`config.mk`:
```
export PLATFORM = sky130hd
export DESIGN_NAME = pwm_quad_group
export DESIGN_NICKNAME = d
export VERILOG_FILES = /design/src/rtl/pwm_grp_pkg.sv /design/src/rtl/pwm_grp_regs.sv /design/src/rtl/pwm_grp_timebase.sv /design/src/rtl/pwm_grp_outs.sv /design/src/rtl/pwm_quad_group.sv
export SDC_FILE = /design/constraint.sdc
export NUM_CORES = 1
export LEC_CHECK = 0
export CORE_ASPECT_RATIO = 0.8
export CORE_MARGIN = 3
export CORE_UTILIZATION = 60
export DETAILED_ROUTE_END_ITERATION = 16
export HOLD_SLACK_MARGIN = 0.05
export PLACE_DENSITY = 0.78
export RECOVER_POWER = 25
export SKIP_CTS_REPAIR_TIMING = 1
export SKIP_LAST_GASP = 1
export SLEW_MARGIN = 5
export SYNTH_ARGS = -nofsm -noshare
export SYNTH_HDL_FRONTEND = slang
export SYNTH_SLANG_ARGS = --single-unit
```
`constraint.sdc`:
```
create_clock -name clk_i -period 4.8 [get_ports clk_i]
set_clock_uncertainty 0.05 [all_clocks]
set_input_delay 0.96 -clock clk_i [delete_from_list [all_inputs] [get_ports clk_i]]
set_output_delay 0.96 -clock clk_i [all_outputs]
set_load 0.02 [all_outputs]
```
`src/rtl/pwm_grp_pkg.sv`:
```
package pwm_grp_pkg;
  // write data bit 0 center, bit 1 paired, bit 2 double update
  typedef struct packed {
    logic dbl_upd;
    logic paired;
    logic center;
  } mode_t;

  localparam int unsigned ADDR_MODE   = 0;
  localparam int unsigned ADDR_PERIOD = 1;
  localparam int unsigned ADDR_DUTY0  = 2;
endpackage

```
`src/rtl/pwm_grp_regs.sv`:
```
module pwm_grp_regs
  import pwm_grp_pkg::*;
#(
  parameter int unsigned CNT_W   = 16,
  parameter int unsigned NUM_OUT = 4,
  parameter int unsigned ADDR_W  = 3
) (
  input  logic                             clk_i,
  input  logic                             rst_ni,
  input  logic                             wr_en_i,
  input  logic [ADDR_W-1:0]                wr_addr_i,
  input  logic [CNT_W-1:0]                 wr_data_i,
  input  logic                             load_all_i,
  input  logic                             load_mid_i,
  output mode_t                            mode_o,
  output logic [CNT_W-1:0]                 period_o,
  output logic [NUM_OUT-1:0][CNT_W-1:0]    duty_o
);

  mode_t                          mode_sh, mode_act_q;
  logic [CNT_W-1:0]               per_sh, per_act_q;
  logic [NUM_OUT-1:0][CNT_W-1:0]  duty_sh, duty_act_q;

  always_ff @(posedge clk_i or negedge rst_ni) begin
    if (!rst_ni) begin
      mode_sh <= '0;
      per_sh  <= '0;
    end else if (wr_en_i) begin
      if (wr_addr_i == ADDR_W'(ADDR_MODE))   mode_sh <= mode_t'(wr_data_i[2:0]);
      if (wr_addr_i == ADDR_W'(ADDR_PERIOD)) per_sh  <= wr_data_i;
    end
  end

  // mode and period: period start only
  always_ff @(posedge clk_i or negedge rst_ni) begin
    if (!rst_ni) begin
      mode_act_q <= '0;
      per_act_q  <= '0;
    end else if (load_all_i) begin
      mode_act_q <= mode_sh;
      per_act_q  <= per_sh;
    end
  end

  for (genvar k = 0; k < NUM_OUT; k++) begin : g_duty
    always_ff @(posedge clk_i or negedge rst_ni) begin
      if (!rst_ni) begin
        duty_sh[k] <= '0;
      end else if (wr_en_i && wr_addr_i == ADDR_W'(ADDR_DUTY0 + k)) begin
        duty_sh[k] <= wr_data_i;
      end
    end

    always_ff @(posedge clk_i or negedge rst_ni) begin
      if (!rst_ni) begin
        duty_act_q[k] <= '0;
      end else if (load_all_i || load_mid_i) begin
        duty_act_q[k] <= duty_sh[k];
      end
    end
  end

  assign mode_o   = mode_act_q;
  assign period_o = per_act_q;
  assign duty_o   = duty_act_q;

  p_period_hold_r10: assert property (@(posedge clk_i) disable iff (!rst_ni)
    !load_all_i |=> $stable(per_act_q));

  p_mode_hold_r10: assert property (@(posedge clk_i) disable iff (!rst_ni)
    !load_all_i |=> $stable(mode_act_q));

endmodule

```
`src/rtl/pwm_grp_timebase.sv`:
```
module pwm_grp_timebase
  import pwm_grp_pkg::*;
#(
  parameter int unsigned CNT_W = 16
) (
  input  logic             clk_i,
  input  logic             rst_ni,
  input  logic             en_i,
  input  mode_t            mode_i,
  input  logic [CNT_W-1:0] period_i,
  output logic [CNT_W-1:0] cnt_o,
  output logic             load_all_o,
  output logic             load_mid_o,
  output logic             sync_o
);

  logic [CNT_W-1:0] cnt_q, per_eff, last;
  logic             down_q;
  logic             wrap, turn;

  assign per_eff = (period_i == '0) ? CNT_W'(1) : period_i;
  assign last    = per_eff - CNT_W'(1);

  always_comb begin
    if (mode_i.center) wrap = down_q && (cnt_q == '0);
    else               wrap = (cnt_q == last);
    turn       = mode_i.center && !down_q && (cnt_q == last);
    load_all_o = !en_i || wrap;
    load_mid_o = en_i && turn && mode_i.dbl_upd;
    sync_o     = en_i && !down_q && (cnt_q == '0);
  end

  always_ff @(posedge clk_i or negedge rst_ni) begin
    if (!rst_ni) begin
      cnt_q  <= '0;
      down_q <= 1'b0;
    end else if (!en_i || wrap) begin
      cnt_q  <= '0;
      down_q <= 1'b0;
    end else if (turn) begin
      down_q <= 1'b1;
    end else if (down_q) begin
      cnt_q  <= cnt_q - CNT_W'(1);
    end else begin
      cnt_q  <= cnt_q + CNT_W'(1);
    end
  end

  assign cnt_o = cnt_q;

  p_cnt_range_r2: assert property (@(posedge clk_i) disable iff (!rst_ni)
    en_i |-> (cnt_q < per_eff));

endmodule

```
`src/rtl/pwm_grp_outs.sv`:
```
module pwm_grp_outs
  import pwm_grp_pkg::*;
#(
  parameter int unsigned CNT_W     = 16,
  parameter int unsigned NUM_PAIRS = 2,
  localparam int unsigned NUM_OUT  = 2 * NUM_PAIRS
) (
  input  logic                          clk_i,
  input  logic                          rst_ni,
  input  logic                          en_i,
  input  mode_t                         mode_i,
  input  logic [CNT_W-1:0]              cnt_i,
  input  logic [NUM_OUT-1:0][CNT_W-1:0] duty_i,
  output logic [NUM_OUT-1:0]            pwm_o
);

  for (genvar p = 0; p < NUM_PAIRS; p++) begin : g_pair
    logic hi_a, hi_b;
    assign hi_a = cnt_i < duty_i[2*p];
    assign hi_b = cnt_i < duty_i[2*p+1];
    assign pwm_o[2*p]   = en_i && hi_a;
    assign pwm_o[2*p+1] = en_i && (mode_i.paired ? !hi_a : hi_b);

    p_pair_compl_r5: assert property (@(posedge clk_i) disable iff (!rst_ni)
      (en_i && mode_i.paired) |-> (pwm_o[2*p+1] != pwm_o[2*p]));
  end

  p_dis_low_r11: assert property (@(posedge clk_i) disable iff (!rst_ni)
    !en_i |-> (pwm_o == '0));

endmodule

```
`src/rtl/pwm_quad_group.sv`:
```
module pwm_quad_group
  import pwm_grp_pkg::*;
#(
  parameter int unsigned CNT_W     = 16,
  parameter int unsigned NUM_PAIRS = 2,
  localparam int unsigned NUM_OUT  = 2 * NUM_PAIRS,
  localparam int unsigned ADDR_W   = $clog2(NUM_OUT + 2)
) (
  input  logic               clk_i,
  input  logic               rst_ni,
  input  logic               en_i,
  input  logic               wr_en_i,
  input  logic [ADDR_W-1:0]  wr_addr_i,
  input  logic [CNT_W-1:0]   wr_data_i,
  output logic [NUM_OUT-1:0] pwm_o,
  output logic               sync_o
);

  mode_t                         mode;
  logic [CNT_W-1:0]              period, cnt;
  logic [NUM_OUT-1:0][CNT_W-1:0] duty;
  logic                          load_all, load_mid;

  pwm_grp_regs #(
    .CNT_W  (CNT_W),
    .NUM_OUT(NUM_OUT),
    .ADDR_W (ADDR_W)
  ) u_regs (
    .clk_i     (clk_i),
    .rst_ni    (rst_ni),
    .wr_en_i   (wr_en_i),
    .wr_addr_i (wr_addr_i),
    .wr_data_i (wr_data_i),
    .load_all_i(load_all),
    .load_mid_i(load_mid),
    .mode_o    (mode),
    .period_o  (period),
    .duty_o    (duty)
  );

  pwm_grp_timebase #(
    .CNT_W(CNT_W)
  ) u_tb (
    .clk_i     (clk_i),
    .rst_ni    (rst_ni),
    .en_i      (en_i),
    .mode_i    (mode),
    .period_i  (period),
    .cnt_o     (cnt),
    .load_all_o(load_all),
    .load_mid_o(load_mid),
    .sync_o    (sync_o)
  );

  pwm_grp_outs #(
    .CNT_W    (CNT_W),
    .NUM_PAIRS(NUM_PAIRS)
  ) u_outs (
    .clk_i (clk_i),
    .rst_ni(rst_ni),
    .en_i  (en_i),
    .mode_i(mode),
    .cnt_i (cnt),
    .duty_i(duty),
    .pwm_o (pwm_o)
  );

endmodule

```
==> results of run 1 <==
[synthesized netlist by cell type (3+ instances only)]
library cell  number
mux2_2            85
a211oi_1           6
o31a_1             3
o21ai_1           20
a2111oi_0          3
o2111ai_1          3
a211o_1            3
a22o_1            14
mux2_4            19
a21oi_1           22
and4_1             3
dfrtp_1          183
mux2_1             4
nand3b_1           3
or2_2              3
nand3_1           11
buf_6             10
o21ai_0           51
clkbuf_1          15
nand4_1            7
nor2b_1            3
inv_1             70
nand2b_1           6
xor2_1            11
buf_2              3
or3_1              6
nor4_1             8
nor2_1            24
xnor2_1           14
a31oi_1            4
nor3_1            11
o211ai_1           3
o31ai_1            3
nand2_1           78
ha_1              75
a21o_1            30
o21a_1             8
[kinds of logic after synthesis]
kind of cell,after synthesis,synth area share
multiplexers,110,0.1346
XOR/XNOR,25,0.02254
buffers and inverters,99,0.04676
AND/OR/NAND/NOR,179,0.09262
adder cells (fa/ha/maj),76,0.09867
flip-flops,183,0.4715
AO/OA/AOI/OAI,189,0.1333
[state kept, by name, summed over array words and instances, names as in the netlist]
name             count
u_regs.per_sh       16
u_tb.cnt_o          16
u_regs.duty_sh      64
u_regs.duty_o       64
u_tb.down_q          1
u_regs.mode_o        3
u_regs.mode_sh       3
u_regs.period_o     16
[final cells by class]
class | instances | area [um2] | share of cell area
timing repair buffer | 50 | 462.9 | 0.04272
tap | 210 | 262.8 | 0.02425
inverter | 70 | 262.8 | 0.02425
multi-input combinational | 579 | 4684 | 0.4323
clock inverter | 15 | 158.9 | 0.01466
sequential | 183 | 4579 | 0.4226
clock buffer | 17 | 425.4 | 0.03926
[routing by layer]
metal,up-vias,track usage
li1,3155,-
met1,3427,0.3701
met2,185,0.4300
met3,30,0.06116
met4,0,0.06059
met5,-,0
[power by group through the flow]
| stage | combinational, uW | sequential (uW) | clock, uW |
|---|---|---|---|
| final | 919 | 2050 | 1370 |
| after global routing | 1020 | 2080 | 1460 |
| after CTS | 920 | 2040 | 1390 |
| after detailed placement | 908 | 2070 | 0 |
| after global placement | 859 | 2050 | 0 |
| after floorplan | 684 | 2000 | 0 |
[worst register-to-register path, stage by stage, from the launching register on]
cell       delay (ns)
dfrtp_1          0.48
or3_1            0.40
nor2_4           0.12
a31oi_1          0.35
ha_1             0.30
or4b_4           0.52
a221o_1          0.31
a2111o_1         0.42
a2111oi_4        0.34
o2111ai_4        0.26
o21ai_4          0.36
buf_12           0.32
o21ai_0          0.17
[metrics by stage]
stage          utilization  std cells
2_1_floorplan            -        861
3_3_place_gp        0.6655       1092
3_5_place_dp        0.6655       1092
4_1_cts             0.7034       1124
5_1_grt             0.7030       1124
6_report            0.7030       1124
[path summary, 6_finish.rpt]
kind / end / cells after the start / slack, ns
worst max-delay path: pwm_o[3] / 10 / 0.08
worst min-delay path: u_regs.duty_o[27] / 2 / 0.43
worst max register to register: u_regs.duty_o[54] / 12 / 0.29
worst min register to register: u_regs.duty_o[27] / 2 / 0.43
max in group asynchronous: u_regs.duty_o[50] / 2 / 1.85
min in group asynchronous: u_regs.duty_o[20] / 1 / 1.30
==> reports/metrics.yaml, run 1 <==
rows: 40
vdd_drop_max_mv: 0.3051
path_clk_slew_ns: 0.07
drv_slew: 106
top_layer_used: "met4"
cellPowerDensity_nw_per_um2: 400.0
required_ns: 3.79
cts-root-buf: "clkbuf_16"
rsz0062_at_grt: "false"
drive_above_1_share: 0.1893
die_h_um: 119.8
cts_sinks: 183
syn_inst: 861
internal_power_uw: 2997
cts_made_buffers: 17
htreeDepth: 4
placed_cell_area_um2: 10260
finalSetupTns_ns: 0
synth_area_per_cell_um2: 11.28
die_w_um: 148.3
drt_pass1_iterations: 7
power_uw: 4335
final_area_um2: 10840
place.gp.congestion: 0.8987
yosysWarnings: 0
synthFlopType: "dfrtp_1"
fin_nets: 1000
setup_ws_ns: 0.07980
worstHoldStart: "u_regs.duty_sh[27]"
crit_start: "u_tb.cnt_o[1]"
min_period_ns: 4.720
initialDrtViolationCount: 499
drt-total-wl_um: 22580
clock_power_share: 0.316
finalCritPeriodShare: 0.9834
drc_errors: 0
leakage_uw: 0.005247
area_delta_synth_final_pct: 11.57
maxCapViolCount: 1
grt_pass1_wl_um: 36650
fmax_mhz: 211.9
syn_area_um2: 9713
crit_buf_inv: 1
dp_hpwl_um: 15580
synthTopCellsByArea: "dfrtp_1 47%, mux2_2 9.9%, ha_1 9.7%"
ys_types: 65
clk_path_buf_depth: 2
grt_max_degree: 106
cp_max_fo: 9
final_common_cell: "dfrtp_1"
io_pins: 28
vias_per_cell: 6.047
p_sw_uw: 1338
wl_met2_um: 10680
worst_path_most_repeated_cell: "a21o_1"
hold_ws_ns: 0.4284
worst_path_largest_cell_delay_ns: 0.67
arrival_ns: 3.71
reg2reg_from: "u_regs.period_o[2]"
outcome: "complete, but fails checks"
p_sw_frac: 0.3086
num_vias: 6797
wl_met3_um: 1295
track_usage: 0.2661
antenna_found_initial: 0
n_antenna_cell: 0
core_um2: 15410
p_comb_frac: 0.212
worst_pin_slew_ns: 2.630
synth_edf_count: 0
grt-ovfl-total: 0
start_util: 0.6301
worstPathCellList: "ha_1 > a21o_1 > a21o_1 > a21o_1 > a21oi_1 > nor2b_1 > o211ai_1 > a31oi_1 > a32o_1 > clkdlybuf4s50_1"
violations: "capacitance limit, slew limit"
layout_common_cells: "183 x dfrtp_1, 85 x mux2_2, 78 x nand2_1, 75 x ha_1, 70 x inv_1"
pwr-share-seq: 0.472
yosysSeqAreaShare: 0.4715
synth_area_leader_cell: "dfrtp_1"
drt-wirelength-per-cell_um: 20.09
yosysTopAreaCellShare: 0.4715
met1Wirelength_um: 10300
ys_seq_elements: 183
insertion_delay_ns: 0.44
slowest_stage: "dfrtp_1"
dp_slack_ns: 0.3480
grt_pass1_vias: 6896
dieArea_um2: 17760
cts_tree: "done"
ant_nets: 0
end_kind: "primary output"
fill_cells: 1100
max_slew_margin: -0.7533
hold_viol_final: 0
finalSetupViolCount: 0
min_path_type: "flip-flop to flip-flop"
path_class: "flip-flop to primary output"
cp_top_family: "compound AO/OA/AOI/OAI gates"
syn-num-nets: 960
cp-start-kind: "flip-flop"
async_flop_share: 1.000
io_buffers: 27
Power figures use the tool's default switching activity.
==> run 2: changes to the inputs <==
==> constraint.sdc (replaced) <==
create_clock -name clk_i -period 5.3 [get_ports clk_i]
set_clock_uncertainty 0.05 [all_clocks]
set_input_delay 1.06 -clock clk_i [delete_from_list [all_inputs] [get_ports clk_i]]
set_output_delay 1.06 -clock clk_i [all_outputs]
set_load 0.02 [all_outputs]
==> run 2 against run 1 <==
The flow still finishes with violations (capacitance limit, slew limit). Worst setup slack improved by 0.38 ns. Combinational power decreased by 12%. Final cell count decreased by 1.4%. Flip-flop and latch count unchanged. Clock power decreased by 9%. Critical path depth increased by 1.
==> reports/metrics.yaml, run 2 (same netlist as run 1, synthesis figures left out) <==
outcome: "complete, but fails checks"
violations: "capacitance limit, slew limit"
rows: 40
die_w_um: 148.3
drt-total-wl_um: 22260
end_kind: "flip-flop"
io_buffers: 27
rsz0062_at_grt: "false"
cts_sinks: 183
cellPowerDensity_nw_per_um2: 364.9
finalSetupTns_ns: 0
insertion_delay_ns: 0.44
antenna_found_initial: 0
clock_power_share: 0.317
grt-ovfl-total: 0
drc_errors: 0
start_util: 0.6301
fill_cells: 1109
ant_nets: 0
cts-root-buf: "clkbuf_16"
fin_nets: 984
final_common_cell: "dfrtp_1"
pwr-share-seq: 0.477
initialDrtViolationCount: 616
hold_viol_final: 0
maxCapViolCount: 1
grt_pass1_wl_um: 37030
layout_common_cells: "183 x dfrtp_1, 85 x mux2_2, 78 x nand2_1, 75 x ha_1, 70 x inv_1"
p_comb_frac: 0.207
cts_tree: "done"
path_clk_slew_ns: 0.07
power_uw: 3902
n_antenna_cell: 0
finalSetupViolCount: 0
worstPathCellList: "or3_1 > nor2_4 > a31oi_1 > ha_1 > or4b_4 > a221o_1 > a2111o_1 > a2111oi_4 > o2111ai_4 > o21a_1 > mux2_4"
fmax_mhz: 206.5
vdd_drop_max_mv: 0.2314
io_pins: 28
min_path_type: "flip-flop to flip-flop"
leakage_uw: 0.005142
cp_top_family: "compound AO/OA/AOI/OAI gates"
p_sw_uw: 1166
dieArea_um2: 17760
grt_pass1_vias: 7007
drt-wirelength-per-cell_um: 20.09
slowest_stage: "o21a_1"
track_usage: 0.2654
core_um2: 15410
cp_max_fo: 20
internal_power_uw: 2736
place.gp.congestion: 0.8847
drive_above_1_share: 0.1737
drt_pass1_iterations: 5
clk_path_buf_depth: 2
worst_path_largest_cell_delay_ns: 0.69
path_class: "flip-flop to flip-flop"
vias_per_cell: 6.126
cts_made_buffers: 17
grt_max_degree: 112
worst_pin_slew_ns: 2.801
required_ns: 5.57
arrival_ns: 5.11
drv_slew: 112
max_slew_margin: -0.8675
die_h_um: 119.8
finalCritPeriodShare: 0.9135
num_vias: 6788
min_period_ns: 4.842
dp_hpwl_um: 15200
p_sw_frac: 0.2989
cp-start-kind: "flip-flop"
crit_buf_inv: 0
htreeDepth: 4
area_delta_synth_final_pct: 10.07
## run 2: cell type report
cell class | instances | area [um2] | area share
Timing Repair Buffer | 34 | 330.3 | 0.03090
Inverter | 70 | 262.8 | 0.02458
Sequential cell | 183 | 4579 | 0.4283
Multi-Input combinational cell | 579 | 4684 | 0.4382
Clock inverter | 14 | 142.6 | 0.01334
Tap cell | 210 | 262.8 | 0.02458
Clock buffer | 18 | 429.2 | 0.04014
## run 2: worst paths after layout
kind,from,end,slack (ns),depth (start not counted)
max in group asynchronous,rst_ni,u_regs.duty_sh[42],2.01,2
min reg2reg,u_regs.duty_sh[44],u_regs.duty_o[44],0.43,2
max reg2reg,u_regs.period_o[2],u_regs.period_o[2],0.46,11
min in group asynchronous,rst_ni,u_regs.duty_sh[4],1.42,1
min,u_regs.duty_sh[44],u_regs.duty_o[44],0.43,2
max,u_regs.period_o[2],u_regs.period_o[2],0.46,11
## run 2: power by group through the flow
stage	Combinational (uW)	Clock (uW)	Sequential, uW
after detailed placement	799	0	1880
final	807	1240	1860
after floorplan	619	0	1810
after global placement	755	0	1860
after global routing	900	1310	1890
after CTS	807	1250	1850
## run 2: worst register-to-register path, cell delays in order (launching register included)
cell and delay (ns):
dfrtp_1 0.48, or3_1 0.38, nor2_4 0.11, a31oi_1 0.36, ha_1 0.29, or4b_4 0.53
a221o_1 0.32, a2111o_1 0.42, a2111oi_4 0.33, o2111ai_4 0.25, o21a_1 0.69, mux2_4 0.52
## run 2: layer usage
metal  vias to the layer above  wire length [um]  track usage
met5                         -                 0            0
met4                         0               421      0.08078
met3                        34              1168      0.05172
met2                       199             10380       0.4149
met1                      3443             10280       0.3788
li1                       3112                 -            -
## run 2: per-stage QoR
step | util | cells | setup slack (ns) | area, um2 | hold WS, ns
finish | 0.6936 | 1108 | 0.4582 | 10690 | 0.4310
global route | 0.6936 | 1108 | 0.2162 | 10690 | 0.4524
CTS | 0.6940 | 1108 | 0.5133 | 10700 | 0.4313
detailed placement | 0.6569 | 1076 | 0.5434 | 10130 | 0.4104
global placement | 0.6569 | 1076 | 0.7008 | 10130 | 0.4024
floorplan | - | 861 | 1.195 | 9713 | 0.3935
